### src/rtl/mrc_pkg.sv
package mrc_pkg;
  typedef enum logic [2:0] {
    ST_IDLE = 3'd0,
    ST_ROW  = 3'd1,
    ST_COL  = 3'd2,
    ST_DATA = 3'd3,
    ST_PRE  = 3'd4
  } seq_state_e;
endpackage

### src/rtl/mrc_addr_split.sv
module mrc_addr_split #(
  parameter int ROW_W = 11,
  parameter int COL_W = 11
) (
  input  logic [ROW_W+COL_W-1:0] flat_addr_i,
  output logic [ROW_W-1:0]       row_o,
  output logic [COL_W-1:0]       col_o
);
  // Row is the upper half, column the lower half.
  assign row_o = flat_addr_i[ROW_W+COL_W-1:COL_W];
  assign col_o = flat_addr_i[COL_W-1:0];
endmodule

### src/rtl/mrc_seq.sv
module mrc_seq
  import mrc_pkg::*;
#(
  parameter int ROW_W = 11,
  parameter int COL_W = 11,
  parameter int NIB_W = 4,
  localparam int PIN_W = (ROW_W > COL_W) ? ROW_W : COL_W
) (
  input  logic             clk_i,
  input  logic             rst_ni,
  input  logic             req_valid_i,
  input  logic             req_write_i,
  input  logic [ROW_W-1:0] req_row_i,
  input  logic [COL_W-1:0] req_col_i,
  input  logic [NIB_W-1:0] req_wdata_i,
  output logic             req_ready_o,
  output logic             rsp_valid_o,
  output logic [NIB_W-1:0] rsp_rdata_o,
  output logic [PIN_W-1:0] dev_addr_o,
  output logic             row_stb_o,
  output logic             col_stb_o,
  output logic             we_o,
  output logic             oe_o,
  output logic [NIB_W-1:0] dev_wdata_o,
  input  logic [NIB_W-1:0] dev_rdata_i
);
  seq_state_e state_q, state_d;
  logic [ROW_W-1:0] row_q;
  logic [COL_W-1:0] col_q;
  logic [NIB_W-1:0] wdata_q, rdata_q;
  logic             wr_q, rsp_valid_q;
  logic             accept;

  assign accept = (state_q == ST_IDLE) && req_valid_i;

  always_comb begin
    state_d = state_q;
    unique case (state_q)
      ST_IDLE: if (req_valid_i) state_d = ST_ROW;
      ST_ROW:  state_d = ST_COL;
      ST_COL:  state_d = ST_DATA;
      ST_DATA: state_d = ST_PRE;
      ST_PRE:  state_d = ST_IDLE;
      default: state_d = ST_IDLE;
    endcase
  end

  always_ff @(posedge clk_i or negedge rst_ni) begin
    if (!rst_ni) begin
      state_q     <= ST_IDLE;
      row_q       <= '0;
      col_q       <= '0;
      wdata_q     <= '0;
      wr_q        <= 1'b0;
      rsp_valid_q <= 1'b0;
      rdata_q     <= '0;
    end else begin
      state_q     <= state_d;
      rsp_valid_q <= (state_q == ST_DATA) && !wr_q;
      if (accept) begin
        row_q   <= req_row_i;
        col_q   <= req_col_i;
        wdata_q <= req_wdata_i;
        wr_q    <= req_write_i;
      end
      if ((state_q == ST_DATA) && !wr_q) rdata_q <= dev_rdata_i;
    end
  end

  always_comb begin
    unique case (state_q)
      ST_ROW:           dev_addr_o = PIN_W'(row_q);
      ST_COL, ST_DATA:  dev_addr_o = PIN_W'(col_q);
      default:          dev_addr_o = '0;
    endcase
  end

  assign req_ready_o = (state_q == ST_IDLE);
  assign row_stb_o   = (state_q == ST_ROW) || (state_q == ST_COL) || (state_q == ST_DATA);
  assign col_stb_o   = (state_q == ST_COL) || (state_q == ST_DATA);
  assign we_o        = (state_q == ST_DATA) && wr_q;
  assign oe_o        = (state_q == ST_DATA) && !wr_q;
  assign dev_wdata_o = we_o ? wdata_q : '0;
  assign rsp_valid_o = rsp_valid_q;
  assign rsp_rdata_o = rdata_q;
endmodule

### src/rtl/mrc_cell_array.sv
module mrc_cell_array #(
  parameter int NIB_W     = 4,
  parameter int MEM_ROW_W = 4,
  parameter int MEM_COL_W = 4,
  localparam int IDX_W    = MEM_ROW_W + MEM_COL_W,
  localparam int DEPTH    = 1 << IDX_W
) (
  input  logic                 clk_i,
  input  logic                 rst_ni,
  input  logic [MEM_ROW_W-1:0] row_pins_i,
  input  logic [MEM_COL_W-1:0] col_pins_i,
  input  logic                 row_stb_i,
  input  logic                 col_stb_i,
  input  logic                 we_i,
  input  logic                 oe_i,
  input  logic [NIB_W-1:0]     wdata_i,
  output logic [NIB_W-1:0]     rdata_o
);
  logic                 row_stb_d, col_stb_d;
  logic [MEM_ROW_W-1:0] row_lat;
  logic [MEM_COL_W-1:0] col_lat;
  logic [IDX_W-1:0]     idx;

  // Latch each half on the rising edge of its strobe.
  always_ff @(posedge clk_i or negedge rst_ni) begin
    if (!rst_ni) begin
      row_stb_d <= 1'b0;
      col_stb_d <= 1'b0;
      row_lat   <= '0;
      col_lat   <= '0;
    end else begin
      row_stb_d <= row_stb_i;
      col_stb_d <= col_stb_i;
      if (row_stb_i && !row_stb_d) row_lat <= row_pins_i;
      if (col_stb_i && !col_stb_d) col_lat <= col_pins_i;
    end
  end

  assign idx = {row_lat, col_lat};

  for (genvar g = 0; g < NIB_W; g++) begin : g_lane
    logic [DEPTH-1:0] bits_q;
    always_ff @(posedge clk_i or negedge rst_ni) begin
      if (!rst_ni)   bits_q      <= '0;
      else if (we_i) bits_q[idx] <= wdata_i[g];
    end
    assign rdata_o[g] = oe_i ? bits_q[idx] : 1'b0;
  end
endmodule

### src/rtl/mux_addr_mem_ctrl.sv
module mux_addr_mem_ctrl #(
  parameter int ROW_W     = 11,
  parameter int COL_W     = 11,
  parameter int NIB_W     = 4,
  parameter int MEM_ROW_W = 4,
  parameter int MEM_COL_W = 4,
  localparam int PIN_W    = (ROW_W > COL_W) ? ROW_W : COL_W
) (
  input  logic                   clk_i,
  input  logic                   rst_ni,
  input  logic                   req_valid_i,
  output logic                   req_ready_o,
  input  logic                   req_write_i,
  input  logic [ROW_W+COL_W-1:0] req_addr_i,
  input  logic [NIB_W-1:0]       req_wdata_i,
  output logic                   rsp_valid_o,
  output logic [NIB_W-1:0]       rsp_rdata_o,
  output logic [PIN_W-1:0]       dev_addr_o,
  output logic                   row_stb_o,
  output logic                   col_stb_o,
  output logic                   we_o,
  output logic                   oe_o,
  output logic [NIB_W-1:0]       dev_wdata_o
);
  logic [ROW_W-1:0] req_row;
  logic [COL_W-1:0] req_col;
  logic [NIB_W-1:0] dev_rdata;

  mrc_addr_split #(.ROW_W(ROW_W), .COL_W(COL_W)) u_split (
    .flat_addr_i (req_addr_i),
    .row_o       (req_row),
    .col_o       (req_col)
  );

  mrc_seq #(.ROW_W(ROW_W), .COL_W(COL_W), .NIB_W(NIB_W)) u_seq (
    .clk_i       (clk_i),
    .rst_ni      (rst_ni),
    .req_valid_i (req_valid_i),
    .req_write_i (req_write_i),
    .req_row_i   (req_row),
    .req_col_i   (req_col),
    .req_wdata_i (req_wdata_i),
    .req_ready_o (req_ready_o),
    .rsp_valid_o (rsp_valid_o),
    .rsp_rdata_o (rsp_rdata_o),
    .dev_addr_o  (dev_addr_o),
    .row_stb_o   (row_stb_o),
    .col_stb_o   (col_stb_o),
    .we_o        (we_o),
    .oe_o        (oe_o),
    .dev_wdata_o (dev_wdata_o),
    .dev_rdata_i (dev_rdata)
  );

  mrc_cell_array #(.NIB_W(NIB_W), .MEM_ROW_W(MEM_ROW_W), .MEM_COL_W(MEM_COL_W)) u_cells (
    .clk_i      (clk_i),
    .rst_ni     (rst_ni),
    .row_pins_i (dev_addr_o[MEM_ROW_W-1:0]),
    .col_pins_i (dev_addr_o[MEM_COL_W-1:0]),
    .row_stb_i  (row_stb_o),
    .col_stb_i  (col_stb_o),
    .we_i       (we_o),
    .oe_i       (oe_o),
    .wdata_i    (dev_wdata_o),
    .rdata_o    (dev_rdata)
  );
endmodule

### config.mk
export PLATFORM = sky130hd
export DESIGN_NAME = mux_addr_mem_ctrl
export DESIGN_NICKNAME = d
export VERILOG_FILES = /design/src/rtl/mrc_pkg.sv /design/src/rtl/mrc_addr_split.sv /design/src/rtl/mrc_seq.sv /design/src/rtl/mrc_cell_array.sv /design/src/rtl/mux_addr_mem_ctrl.sv
export SDC_FILE = /design/constraint.sdc
export NUM_CORES = 2
export LEC_CHECK = 0
export BUFFER_PORTS_ARGS = -buffer_cell sky130_fd_sc_hd__clkbuf_2
export CORE_MARGIN = 10
export CORE_UTILIZATION = 63
export CTS_CLUSTER_SIZE = 16
export DETAILED_ROUTE_END_ITERATION = 12
export GPL_TIMING_DRIVEN = 0
export PLACE_DENSITY = 0.8
export SYNTH_ARGS = -nofsm -noshare
export SYNTH_HDL_FRONTEND = slang
export SYNTH_SLANG_ARGS = --single-unit
### constraint.sdc
create_clock -name clk_i -period 3.49 [get_ports clk_i]
set_clock_uncertainty 0.2 [all_clocks]
set_input_delay 0.349 -clock clk_i [delete_from_list [all_inputs] [get_ports clk_i]]
set_output_delay 0.349 -clock clk_i [all_outputs]
set_load 0.1 [all_outputs]
### Yosys cells after proc, flatten, opt, wreduce, memory -nomap -nowiden

Index checks and enable logic that the tools add are counted.

| storage, ports and cells | value |
|---|---|
| bits in registers | 1069 |
| output and inout port bits | 25 |
| bits of input ports | 30 |
| word-level logic and storage cells | 53 |

| operators by class | value |
|---|---|
| equal/unequal tests | 4 |
| reduce and logical (&&, ||, !) cells | 14 |
| multiplexer cells | 18 |
| magnitude comparators | 2 |

Operator list:

| cell | number |
|---|---|
| $bwmux 256 | 4 |
| $bmux 1 s8 | 4 |
| $pmux 11 s2 | 1 |
| $pmux 3 s4 | 1 |
| $lt 8x9->1 const B | 1 |
| $demux 1 s8 | 1 |
| $ge 8x1->1 const B | 1 |
| $eq 3x2->1 const B | 2 |
| $logic_and 1x1->1 | 6 |
| $mux 1 | 5 |
| $mux 4 | 1 |
| $eq 3x1->1 const B | 1 |
| $logic_not 1->1 | 3 |
| $logic_not 3->1 | 1 |
| $logic_or 1x1->1 | 3 |
| $mux 3 | 1 |
| $ne 2x2->1 const B | 1 |
| $reduce_or 2->1 | 1 |

### Longest topological paths before layout

| depth | value |
|---|---|
| word-level depth | 5 |
| mapped depth | 12 |
| gate-level depth less buffers | 7 |

### Hierarchy

From an unflattened synthesis, not the netlist that was laid out.

| unflattened totals | value |
|---|---|
| cell total of the unflattened synthesis | 3480 |
| area total of the unflattened synthesis | 50584.8 um^2 |

By module, submodules not included:

| module | cells each | times used | seq. area each (um^2) | area an instance (um^2) |
|---|---|---|---|---|
| mrc_cell_array | 3332 | 1 | 25874.8 | 48838.1 |
| mrc_seq | 126 | 1 | 875.8 | 1581.5 |
| mrc_addr_split | 22 | 1 | 0.0 | 165.2 |

### Least setup slack after synthesis

No wires, ideal clock.

| timing path | value |
|---|---|
| path kind | register to register |
| start point | reg u_seq.state_q[0] |
| end point | reg u_seq.col_q[0] |
| clock period less this slack | 4.178 ns |
| data arrival time | 3.853 ns |
| cell stages (with the launch flop) | 6 |
| path buffers | 2 |
| data required time | 3.165 ns |
| setup time | 0.125 ns |
| path slack | -0.688 ns |
| cells stage by stage | dfrtp_1 -> nor3_1 -> and2_1 -> clkbuf_1 -> clkbuf_1 -> mux2_2 |

| between the ends | value |
|---|---|
| word-level cells in the longest chain between the ends | 2 |

RTL lines:

| what | line | text |
|---|---|---|
| start, declared | mrc_seq.sv:27 | `seq_state_e state_q, state_d;` |
| start signal, assigned | mrc_seq.sv:58 | `state_q <= state_d;` |
| $logic_not 3->1 | - |  |
| named net req_ready_o | mux_addr_mem_ctrl.sv:12 | `output logic req_ready_o,` |
| $logic_and 1x1->1 | mrc_seq.sv:34 | `assign accept = (state_q == ST_IDLE) && req_valid_i;` |
| end signal, assigned | mrc_seq.sv:62 | `col_q <= req_col_i;` |
| end, declared | mrc_seq.sv:29 | `logic [COL_W-1:0] col_q;` |

The timed path passes the listed nets, and every way through them passes these cells.
A chain may end at the register's enable or synchronous reset.

### Final worst setup path

| timing path | value |
|---|---|
| start point | reg u_cells.row_lat[1] |
| end point | reg u_seq.rdata_q[0], in the netlist u_seq.rsp_rdata_o[0] |

| between the ends | value |
|---|---|
| word-level cells in the longest chain between the ends | 2 |

RTL lines:

| what | line | text |
|---|---|---|
| start, declared | mrc_cell_array.sv:20 | `logic [MEM_ROW_W-1:0] row_lat;` |
| start signal, assigned | mrc_cell_array.sv:34 | `if (row_stb_i && !row_stb_d) row_lat <= row_pins_i;` |
| $bmux 1 s8 | mrc_cell_array.sv:47 | `assign rdata_o[g] = oe_i ? bits_q[idx] : 1'b0;` |
| $mux 1 (not written as such) | mrc_cell_array.sv:47 |  |
| end signal, assigned | mrc_seq.sv:66 | `if ((state_q == ST_DATA) && !wr_q) rdata_q <= dev_rdata_i;` |
| end, declared | mrc_seq.sv:30 | `logic [NIB_W-1:0] wdata_q, rdata_q;` |

Every way passes these cells. The select of a mux whose other input is x is not followed.

==> flow_metrics.tcl <==
set metrics [dict create \
    outcome "finished, violations left" \
    violations "negative setup slack" \
    fin_crit_sh_pct 104.5 \
    grtUsageTotal_pct 38.34 \
    ys.flop_type "dfrtp_1" \
    yosysSeqAreaShare_pct 54.17 \
    max_freq_mhz 274.1 \
    final_common_cell "dfrtp_1" \
    r2r_start "u_cells.row_lat[1]" \
    fin_nets 3626 \
    rsz0062_at_grt "yes" \
    final_hold_viol_count 0 \
    slew_viol_final 0 \
    drive_gt1_share_pct 46.09 \
    syn_to_final_growth_pct 13.01 \
    fp.dieArea_um2 89980 \
    power.density_nw_per_um2 767.5 \
    whs_ns 0.06502 \
    period_minus_slack_ns 3.648 \
    antenna_found_initial 8 \
    ys_seq_elements 1069 \
    cts-htree-levels 3 \
    ant_nets 0 \
    grt_pass1_vias 35160 \
    clk_pin_slew_ns 0.06 \
    io-pin-count 55 \
    dp_worst_setup_slack_ns -0.9755 \
    cts_tree "yes" \
    crit_required_ns 3.88 \
    reg2reg_to "u_seq.rsp_rdata_o[0]" \
    grt_first_pass_wirelength_um 247600 \
    numCtsBuffers 110 \
    drc 0 \
    synthesis.nets 3422 \
    final_cell_mix "dfrtp_1, mux2_2, nand2_1" \
    max-vdd-ir-drop_mv 0.5948 \
    total_power_uw 42830 \
    core_um2 77590 \
    multiInputGateArea_um2 21750 \
    dp_cells 4495 \
    cts_root_buf "clkbuf_16" \
    fin_cells 4734 \
    cp-start-kind "register" \
    drv_cap 0 \
    gp_congestion 1.016 \
    slew_headroom_pct 11.18 \
    drt_wl_total_um 173200 \
    async_flop_share_pct 100.0 \
    seq_area_um2 26760 \
    port_buffers 54 \
    grt_max_degree 125 \
    utilization_pct 71.92 \
    dp_hpwl_um 118400 \
    clockBufferDepth 3 \
    overflow 0 \
    synth_cell_types 61 \
    yosys_warnings 0 \
    clock_latency_ns 0.72 \
    ff2ff_setup_slack_ns -0.16 \
    postSynthCellCount 3392 \
    setup_slack_ns -0.1578 \
    wl_per_cell_um 36.59 \
    vias 34100 \
    reg2reg_depth 7 \
    synth_edf_count 0 \
    drt-vias-per-instance 7.203 \
    die_h_um 300.0 \
    worstMarginPinSlew_ns 1.320 \
    hold_class "input port to async pin" \
    start_util_pct 63.64 \
    synth_area_um2 49380 \
    numClockSinks 1069 \
    crit_fanout 10 \
    cp.arrival_ns 4.04 \
    fp.dieW_um 300.0 \
    worst-setup-path-type "register to register" \
    fill_cells 5070 \
    worstSetupEndpointType "register" \
    p_leak_uw 0.02675 \
    drt_iter0_drc 4487 \
    finalSetupViolCount 153 \
    fp-row-count 102 \
    first_pass_iters 9 \
    avgSynthCellArea_um2 14.56 \
]
==> kinds of logic after synthesis <==
kind of cell	count (synthesis)	synth area share (%)
xor+xnor	1	0.01774
mux	1392	36.81
compound gates	157	2.169
simple gates	512	4.386
flops	1069	54.17
buf+inv	261	2.448
==> what timing repair did <==
item / CTS / global route
buffers inserted: 3 / 2
resized for setup: 88 / 109
hold endpoints to repair: 103 / 0
hold buffers: 30 / 0
pin swaps: 3 / 1
endpoints found under the setup margin: 862 / 624
==> layer usage <==
metal	GRT usage, %	share of wire (%)
met1	47.16	36
met2	55.06	43
met3	16.56	13
met4	24.68	7.5
met5	0.7572	0.097
==> stage by stage <==
step                      area (um^2)  setup TNS, ns
after floorplan                 49390              0
after global placement          50960              -
after detailed placement        51220        -342.69
after CTS                       55460         -11.63
after global routing            55770         -1.963
final                           55800         -7.094
==> where the power goes <==
group | leakage [uW] | switching, uW | internal [uW]
Sequential | 0.0148 | 890 | 13400
Combinational | 0.0101 | 12200 | 4160
Clock | 0.00181 | 5020 | 7160
==> cell usage after synthesis (all sizes together) (2+ instances only) <==
cell	instances	area, um^2
nand3	22	115.1
mux4	232	5225
a32oi	9	78.83
mux2i	89	890.9
o2111ai	2	17.52
a22oi	30	225.2
clkbuf	164	615.6
o22ai	11	68.82
nand2b	9	56.30
nand2	249	934.7
or2	2	12.51
nor2	162	615.6
o221ai	5	43.79
o211ai	4	30.03
a22o	10	87.58
a21oi	37	185.2
nor3	20	111.4
o22a	3	26.28
nor4	4	25.02
a211o	2	17.52
a211oi	3	22.52
o21ai	17	85.08
mux2	1071	12060
and2	9	56.31
nand4	5	31.28
dfrtp	1069	26750
buf	89	563.0
o41ai	2	17.52
inv	7	26.28
and3	9	56.30
a31oi	10	62.56
nor2b	14	87.58
a221oi	4	35.03
==> critical path: stages (launching register included) <==
cell,delay (ns)
dfrtp_1,0.37
clkbuf_1,0.31
and2_1,0.84
clkbuf_1,0.81
a32oi_1,0.29
nand4_1,0.44
o21a_1,0.19
a31oi_1,0.07
==> flip-flops by register name, indices dropped and copies added (netlist names) <==
signal	cells
u_cells.g_lane.bits_q	1024
u_seq.col_q	11
u_seq.row_q	11
u_cells.col_lat	4
u_cells.row_lat	4
u_seq.rsp_rdata_o	4
u_seq.wdata_q	4
u_seq.state_q	3
u_cells.col_stb_d	1
u_cells.row_stb_d	1
u_seq.rsp_valid_o	1
u_seq.wr_q	1
==> final cells by class <==
type	instances	share of cell area, %
flip-flops and latches	1069	47.95
multi-input cells	2062	38.97
clock buffers	165	5.861
plain buffers	247	2.430
well taps	1040	2.332
repair buffers	98	1.585
clock inverters	31	0.7556
diodes	14	0.06278
inverters	8	0.06054
==> how the worst max path moves through the flow <==
stage / startpoint / end / slack [ns]
2_1_floorplan: u_seq.state_q[2] / u_seq.col_q[0] / 0.24
3_3_place_gp: rst_ni / u_cells.g_lane[1].bits_q[106] / -22.02
3_5_place_dp: u_cells.col_lat[3] / u_cells.g_lane[3].bits_q[44] / -0.98
4_1_cts: u_cells.col_lat[0] / u_cells.g_lane[2].bits_q[189] / -0.25
5_1_grt: u_seq.state_q[2] / u_cells.g_lane[3].bits_q[126] / -0.11
6_report: u_cells.row_lat[1] / u_seq.rsp_rdata_o[0] / -0.16
(Power assumes the default switching activity.)
